===== src/rtl/linecode_pkg.sv =====
`timescale 1ns/1ps
package linecode_pkg;

  // Lengths of the substitution patterns (fixed by the line codes)
  localparam int B8ZS_LEN = 8;
  localparam int HDB3_LEN = 4;

  // One received symbol as it moves through the look-ahead pipeline
  typedef struct packed {
    logic pulse;  // a line pulse was present (never cleared)
    logic mark;   // decoded data bit
    logic viol;   // bipolar violation still to be reported
  } symT;

  // Strobes from control to datapath
  typedef struct packed {
    logic shiftEn;   // advance one bit period
    logic clrLong;   // scrub the incoming symbol and seven older ones
    logic clrShort;  // scrub the incoming symbol and three older ones
  } strobeT;

  function automatic logic isZero(symT s);
    return !s.pulse && !s.mark && !s.viol;
  endfunction

  function automatic logic isValid(symT s);
    return s.pulse && s.mark && !s.viol;
  endfunction

  function automatic logic isViol(symT s);
    return s.pulse && s.mark && s.viol;
  endfunction

endpackage


===== src/rtl/bpd_datapath.sv =====
`timescale 1ns/1ps
module bpd_datapath
  import linecode_pkg::*;
#(
  parameter int T1_DEPTH = 8,
  parameter int E1_DEPTH = 4,
  parameter int DEPTH    = 8
) (
  input  logic                   clk,
  input  logic                   rstN,
  input  logic                   posRail,
  input  logic                   negRail,
  input  logic                   rateE1,
  input  strobeT                 stb,
  output symT                    inSym,
  output symT [B8ZS_LEN-2:0]     win,
  output symT                    outSym,
  output logic                   byP,
  output logic                   byN
);

  symT [DEPTH-1:0] pipe;
  symT [DEPTH-1:0] nextPipe;
  logic lastPol;
  logic polSeen;
  logic anyRail;
  logic bothRails;

  // Classify the incoming symbol against the polarity of the last pulse
  always_comb begin
    anyRail   = posRail | negRail;
    bothRails = posRail & negRail;
    inSym.pulse = anyRail;
    inSym.mark  = anyRail;
    inSym.viol  = bothRails | (anyRail & polSeen & (posRail == lastPol));
  end

  // Next pipeline contents, scrubbed where a substitution was recognised
  for (genvar g = 0; g < DEPTH; g++) begin : g_stage
    localparam bit IN_LONG  = (g < B8ZS_LEN);
    localparam bit IN_SHORT = (g < HDB3_LEN);
    symT  src;
    logic scrub;
    if (g == 0) begin : g_head
      assign src = inSym;
    end else begin : g_body
      assign src = pipe[g-1];
    end
    assign scrub = (IN_LONG && stb.clrLong) || (IN_SHORT && stb.clrShort);
    assign nextPipe[g] = scrub ? symT'{src.pulse, 1'b0, 1'b0} : src;
  end

  always_ff @(posedge clk or negedge rstN) begin
    if (!rstN) begin
      pipe    <= '0;
      lastPol <= 1'b0;
      polSeen <= 1'b0;
      byP     <= 1'b0;
      byN     <= 1'b0;
    end else if (stb.shiftEn) begin
      pipe <= nextPipe;
      byP  <= posRail;
      byN  <= negRail;
      if (anyRail && !bothRails) begin
        lastPol <= posRail;
        polSeen <= 1'b1;
      end
    end
  end

  assign win    = pipe[B8ZS_LEN-2:0];
  assign outSym = rateE1 ? pipe[E1_DEPTH-1] : pipe[T1_DEPTH-1];

endmodule


===== src/rtl/bpd_control.sv =====
`timescale 1ns/1ps
module bpd_control
  import linecode_pkg::*;
#(
  parameter int T1_EXZ_LIMIT = 15,
  parameter int E1_EXZ_LIMIT = 3
) (
  input  logic               clk,
  input  logic               rstN,
  input  logic               bitEn,
  input  logic               rateE1,
  input  logic               codeSel,
  input  logic               singleRail,
  input  symT                inSym,
  input  symT [B8ZS_LEN-2:0] win,
  input  logic               outPulse,
  output strobeT             stb,
  output logic               exzHit
);

  localparam int MAX_LIM = (T1_EXZ_LIMIT > E1_EXZ_LIMIT) ? T1_EXZ_LIMIT : E1_EXZ_LIMIT;
  localparam int SAT     = MAX_LIM + 1;
  localparam int CNT_W   = $clog2(SAT + 1);

  logic [CNT_W-1:0] zeroRun;
  logic [CNT_W-1:0] limit;
  logic longHit;
  logic shortHit;

  // Pattern recognition on the incoming symbol plus the newest stages
  always_comb begin
    longHit = singleRail & codeSel & !rateE1 & isValid(inSym) & isViol(win[0])
            & isZero(win[1]) & isValid(win[2]) & isViol(win[3]);
    for (int k = 4; k < B8ZS_LEN - 1; k++) begin
      longHit = longHit & isZero(win[k]);
    end
    shortHit = singleRail & codeSel & rateE1 & isViol(inSym)
             & isZero(win[0]) & isZero(win[1]) & !win[2].viol;
  end

  assign stb.shiftEn  = bitEn;
  assign stb.clrLong  = longHit;
  assign stb.clrShort = shortHit;

  // Run of pulse-free symbols that have already left the output tap
  assign limit = rateE1 ? CNT_W'(E1_EXZ_LIMIT) : CNT_W'(T1_EXZ_LIMIT);

  always_ff @(posedge clk or negedge rstN) begin
    if (!rstN) begin
      zeroRun <= CNT_W'(SAT);
    end else if (bitEn) begin
      if (!singleRail) begin
        zeroRun <= CNT_W'(SAT);
      end else if (outPulse) begin
        zeroRun <= '0;
      end else if (zeroRun != CNT_W'(SAT)) begin
        zeroRun <= zeroRun + 1'b1;
      end
    end
  end

  assign exzHit = singleRail & !outPulse & (zeroRun == limit);

endmodule


===== src/rtl/bipolar_decoder.sv =====
`timescale 1ns/1ps
module bipolar_decoder
  import linecode_pkg::*;
#(
  parameter int T1_DEPTH     = 8,
  parameter int E1_DEPTH     = 4,
  parameter int T1_EXZ_LIMIT = 15,
  parameter int E1_EXZ_LIMIT = 3
) (
  input  logic clk,
  input  logic rstN,
  input  logic bitEn,
  input  logic posRail,
  input  logic negRail,
  input  logic rateE1,
  input  logic codeSel,
  input  logic singleRail,
  output logic rxDataP,
  output logic rxDataN,
  output logic bpvFlag,
  output logic exzFlag
);

  // Both depths must cover their pattern lengths (8 and 4)
  localparam int DEPTH = (T1_DEPTH > E1_DEPTH) ? T1_DEPTH : E1_DEPTH;

  strobeT             stb;
  symT                inSym;
  symT [B8ZS_LEN-2:0] win;
  symT                outSym;
  logic               byP;
  logic               byN;
  logic               exzHit;

  bpd_control #(
    .T1_EXZ_LIMIT(T1_EXZ_LIMIT),
    .E1_EXZ_LIMIT(E1_EXZ_LIMIT)
  ) u_ctrl (
    .clk        (clk),
    .rstN       (rstN),
    .bitEn      (bitEn),
    .rateE1     (rateE1),
    .codeSel    (codeSel),
    .singleRail (singleRail),
    .inSym      (inSym),
    .win        (win),
    .outPulse   (outSym.pulse),
    .stb        (stb),
    .exzHit     (exzHit)
  );

  bpd_datapath #(
    .T1_DEPTH(T1_DEPTH),
    .E1_DEPTH(E1_DEPTH),
    .DEPTH   (DEPTH)
  ) u_dp (
    .clk     (clk),
    .rstN    (rstN),
    .posRail (posRail),
    .negRail (negRail),
    .rateE1  (rateE1),
    .stb     (stb),
    .inSym   (inSym),
    .win     (win),
    .outSym  (outSym),
    .byP     (byP),
    .byN     (byN)
  );

  assign rxDataP = singleRail ? outSym.mark : byP;
  assign rxDataN = singleRail ? 1'b0 : byN;
  assign bpvFlag = singleRail & outSym.viol;
  assign exzFlag = exzHit;

endmodule


===== config.mk =====
export PLATFORM = sky130hd
export DESIGN_NAME = bipolar_decoder
export DESIGN_NICKNAME = d
export VERILOG_FILES = /design/src/rtl/linecode_pkg.sv /design/src/rtl/bpd_datapath.sv /design/src/rtl/bpd_control.sv /design/src/rtl/bipolar_decoder.sv
export SDC_FILE = /design/constraint.sdc
export NUM_CORES = 1
export LEC_CHECK = 0
export CAP_MARGIN = 0
export CORE_ASPECT_RATIO = 0.75
export CORE_MARGIN = 2
export CORE_UTILIZATION = 39
export CTS_CLUSTER_DIAMETER = 100
export DETAILED_ROUTE_END_ITERATION = 6
export GPL_TIMING_DRIVEN = 0
export PLACE_DENSITY = 0.69
export SYNTH_ARGS = -nofsm -noshare
export SYNTH_HDL_FRONTEND = slang
export SYNTH_SLANG_ARGS = --single-unit

===== constraint.sdc =====
create_clock -name clk -period 1.5 [get_ports clk]
set_input_delay 0.45 -clock clk [delete_from_list [all_inputs] [get_ports clk]]
set_output_delay 0.45 -clock clk [all_outputs]
set_load 0.1 [all_outputs]

---- Yosys cells after proc, flatten, opt, wreduce, memory -nomap -nowiden ----
Cells that the tools add are included.
storage, ports and cells
  bits in registers ....................... 33
  output and inout port bits .............. 4
  bits in read-only memories .............. 0
  bits in writable memories ............... 0
  input bits .............................. 8
  logic and storage cells ................. 114
  latch bits .............................. 0
  memories kept ........................... 0
operators by class
  muxes and demuxes ....................... 15
  equal/unequal tests ..................... 4
  reduce and logical (&&, ||, !) cells .... 42
  div/mod/pow operators ................... 0
  shift operators ......................... 0
  bitwise logic cells ..................... 23
  $mul .................................... 0
  order comparisons ....................... 0
  add/subtract/negate cells ............... 1
operators with widths
  cell                                                                      number
  1-bit bitwise AND                                                         21
  1-bit logical NOT                                                         20
  1-bit logical AND                                                         19
  2-bit two-way mux                                                         8
  5-bit two-way mux                                                         3
  5-bit by 1-bit adder with 5-bit output (second input constant)            1
  5-bit == test                                                             1
  5-bit inequality test (second input constant)                             1
  4-bit two-way mux                                                         1
  2-bit AND reduction                                                       2
  3-bit two-way mux                                                         1
  3-bit by 1-bit inequality test with 1-bit output (second input constant)  1
  1-bit two-way mux                                                         2
  1-bit OR                                                                  2
  1-bit == test                                                             1
  1-bit logical OR                                                          1

---- Longest topological paths before layout ----
  depth after elaboration ................. 16
  depth in mapped cells ................... 6
  mapped depth without buffers ............ 6

---- By module ----
A second synthesis with hierarchy kept.
second synthesis, totals
  cell total of the unflattened synthesis .. 176
  area total of the unflattened synthesis .. 1845.5 um2
by module, submodules not included
  module           times used  sequential area each (um2)  cells each  area an instance (um2)
  bpd_datapath     1           700.7                       124         1373.8
  bpd_control      1           126.4                       49          440.4
  bipolar_decoder  1           0.0                         3           31.3

---- Worst setup path after synthesis ----
OpenSTA, ideal clock, no wires.
  kind .................................... input to output
  start ................................... input port rateE1
  end ..................................... output port exzFlag
  path slack .............................. -2.986 ns
  data arrival time ....................... 4.036 ns
  data required time ...................... 1.050 ns
  cell stages on the path ................. 4
  path buffers ............................ 1
  cell sequence ........................... buf_6 -> mux2i_1 -> nand2_1 -> nor4b_1
between the ends
  word-level cells in the longest chain between the ends .. 4
  elaborated cells between the ends (all ways) .. 6
  those cells by class .................... 1 x eq/ne; 2 x mux; 2 x bitwise; 1 x reduce/logical
ends and longest elaborated chain
  what                                                                   line                   text
  from (decl)                                                            bipolar_decoder.sv:15  input logic rateE1,
  parallel branches: the longest is 3 deep, another holds 5-bit == test  n/a
  1-bit bitwise AND *                                                    bpd_control.sv:62      assign exzHit = singleRail & !outPulse & (zeroRun == limit);
  to (decl)                                                              bipolar_decoder.sv:21  output logic exzFlag
Every way passes the cells marked *.

---- Final worst setup path ----
  start ................................... register u_dp.pipe (netlist bit u_dp.win[11])
  end ..................................... output port exzFlag
between the ends
  word-level cells in the longest chain between the ends .. 4
ends and longest elaborated chain
  what                             line                text
  from (decl)                      bpd_datapath.sv:22  symT [DEPTH-1:0] pipe;
  from (signal assigned)           bpd_datapath.sv:61  pipe <= nextPipe;
  3-bit two-way mux                bpd_datapath.sv:72  assign outSym = rateE1 ? pipe[E1_DEPTH-1] : pipe[T1_DEPTH-1];
  1-bit logical NOT                bpd_control.sv:62
  1-bit bitwise AND (2 in series)  bpd_control.sv:62
No other way between the ends.

==> results_dict.tcl <==
set metrics [dict create \
    status "finished with violations" \
    violations "negative setup slack" \
    maxSlewHeadroom 0.509 \
    ys_ff_latch 33 \
    die-width_um 78.3 \
    clk_latency_ps 290 \
    fmax_ghz 0.510 \
    synthesis.nets 152 \
    yosys.area.top_type_share 0.496 \
    htree_levels 2 \
    grt_max_degree 34 \
    fin_cells 225 \
    period_share 1.31 \
    core_area_um2 4000 \
    final_nets 181 \
    die_area_um2 4680 \
    drive_gt1_frac 0.488 \
    reg2reg_depth 5 \
    cp_slowest_cell "dfrtp_2" \
    cts_buffers 5 \
    maxCapViolCount 0 \
    yosysTopAreaCell "dfrtp_1" \
    avgSynthCellArea_um2 11.5 \
    worstReg2RegStart "u_dp.win[4]" \
    worstMarginPinSlew_ps 737 \
    cts_buffer_depth 2 \
    antenna_found_initial 0 \
    multi_input_area_um2 838 \
    synthMuxAreaShare 0.158 \
    cp_cell_sequence "mux2i_4 -> nand2_2 -> nor4b_4 -> buf_6" \
    gr-total-overflow 0 \
    final_antenna_net_count 0 \
    synthesis.area_um2 1620 \
    setup_viol 10 \
    synth_seq_area_share 0.512 \
    drt-vias-per-instance 5.28 \
    die-height_um 59.7 \
    synth_edf_count 0 \
    seq_area_um2 831 \
    synth.most_common_cell "dfrtp_1" \
    slew_viol_final 0 \
    fin_skew_ps 10.8 \
    wl_per_cell_um 16.8 \
    cts_tree "done" \
    fillers 326 \
    crit_fanout 2 \
    syn_to_final_growth_pct 35.0 \
    ys_types 33 \
    syn_inst 140 \
    io_buffer_count 10 \
    yosys_warnings 0 \
    wirelength_mm 3.78 \
    dp_hpwl_mm 2.35 \
    clockRootBuffer "clkbuf_8" \
    synthAdderAreaFrac 0.0310 \
    firstDrtPassIters 4 \
    synth_compound_gate_area_share 0.0813 \
    grt_pass1_wl_mm 5.84 \
    cp-start-kind "flop" \
    initial_core_util 0.403 \
    antennaDiodeCount 0 \
    vias 1188 \
    hold_slack_ps 222 \
    worstPathRequired_ps 1050 \
    ys_top_cells_by_count "dfrtp_1 (32), mux2_2 (20), inv_1 (15), nand2_1 (15), o22ai_1 (6)" \
    first_iter_violations 91 \
    grt_pass1_vias 1173 \
    cts_sinks 33 \
    synth_flop_cell "dfrtp_1" \
    drcViolationCount 0 \
    yosys-top-cells-area "dfrtp_1 (50%), mux2_2 (14%), inv_1 (3.5%)" \
    track_usage 0.174 \
    p_per_area_nw_per_um2 1250 \
    rr_endpoint "u_dp.win[1]" \
    rows 20 \
    clkTransAtPathRegs_ps 70 \
    dpl.cell_count 205 \
    ios 12 \
    hold_viol_final 0 \
    async_reset_ff_frac 1.00 \
    worst-setup-path-type "reg -> out" \
    vdd_drop_max_uv 740 \
    place.gp.congestion 0.840 \
    hold_class "in -> async" \
    layout_min_cycle_time_ps 1960 \
    synth_xor_area_frac 0.00542 \
    rsz0062_at_grt "yes" \
    p_leak_nw 0.957 \
    cp_slowest_stage_delay_ps 420 \
    r2r_slack_ps -70 \
    fin_ws_ps -459 \
    cp_data_arrival_time_ps 1510 \
    yosys.area_share.simple 0.143 \
    end_kind "primary output" \
    synth_top_family_by_area "multiplexers" \
]
==> per-layer routing <==
metal	share of wire	global-route usage
met1	0.44	0.220
met5	0	0
met4	0.020	0.105
met2	0.47	0.272
met3	0.070	0.0483
==> how the worst max path moves through the flow <==
stage / end / startpoint
after detailed placement: exzFlag / singleRail
after CTS: exzFlag / u_dp.win[11]
after global placement: exzFlag / singleRail
final: exzFlag / u_dp.win[11]
after global routing: exzFlag / u_dp.pipe[23]
after floorplan: exzFlag / rateE1
==> sequential cells by signal, indices dropped and copies added, names as in the netlist <==
signal and count:
u_dp.win 21, u_ctrl.zeroRun 5, u_dp.pipe 3, u_dp.byN 1
u_dp.byP 1, u_dp.lastPol 1, u_dp.polSeen 1
==> placed cells by master (no fill, tap or decap), drive strengths merged, types with 2 or more instances in the layout <==
cell type and count:
a21oi 3, a22o 2, buf 23, clkbuf 9
dfrtp 32, dlymetal6s2s 2, ha 4, inv 15
mux2 20, mux2i 3, nand2 15, nand3 3
nand4 3, nor2 5, nor3b 2, nor4 2
nor4b 2, o21ai 4, o22ai 6, o31ai 2
o32ai 2
==> layout make-up <==
class                      instances  share of cell area
multi-input combinational         87               0.384
sequential                        33               0.381
timing repair buffer              22              0.0981
clock buffer                       7              0.0442
tap                               55              0.0316
buffer                             5              0.0304
inverter                          15              0.0281
clock inverter                     1             0.00229
==> repair_timing <==
| item | 4_1_cts | 5_1_grt |
|---|---|---|
| setup buffers | 8 | 4 |
| pin swaps | 5 | 8 |
| gates cloned | 0 | 0 |
| setup endpoints to repair | 24 | 11 |
| hold buffers | 0 | 0 |
| resized for setup | 52 | 19 |
==> critical path: cells and delay by family (launching register included) <==
kind	cells	cell delay, ps
flops	1	420
simple gates	2	380
buf+inv	1	260
mux	1	160
==> metrics by stage <==
stage                     setup slack [ps]  TNS, ps  area, um2  total power, mW  utilization
after detailed placement             -1780   -18450       1870             1.83        0.467
after global routing                  -528    -1890       2180             2.85        0.545
after CTS                             -467     -927       2070             2.69        0.516
after floorplan                       -935    -1310       1710             1.65            -
final                                 -459    -1130       2180             2.73        0.545
after global placement               -1750   -38000       1880             1.80        0.468
==> kinds of logic (layout without fill, tap and decap cells) <==
group	after synthesis	count (layout)
simple gates	39	39
flops	33	33
mux	23	23
compound gates	20	20
buf+inv	20	50
fa+ha+maj	4	4
xor+xnor	1	1
==> power breakdown <==
group / leakage [nW] / internal [mW] / total (mW) / switching (mW)
clock: 0.0542 / 0.414 / 0.742 / 0.328
combinational: 0.505 / 0.388 / 0.738 / 0.351
sequential: 0.397 / 1.07 / 1.25 / 0.176
Power figures use the tool's default switching activity.
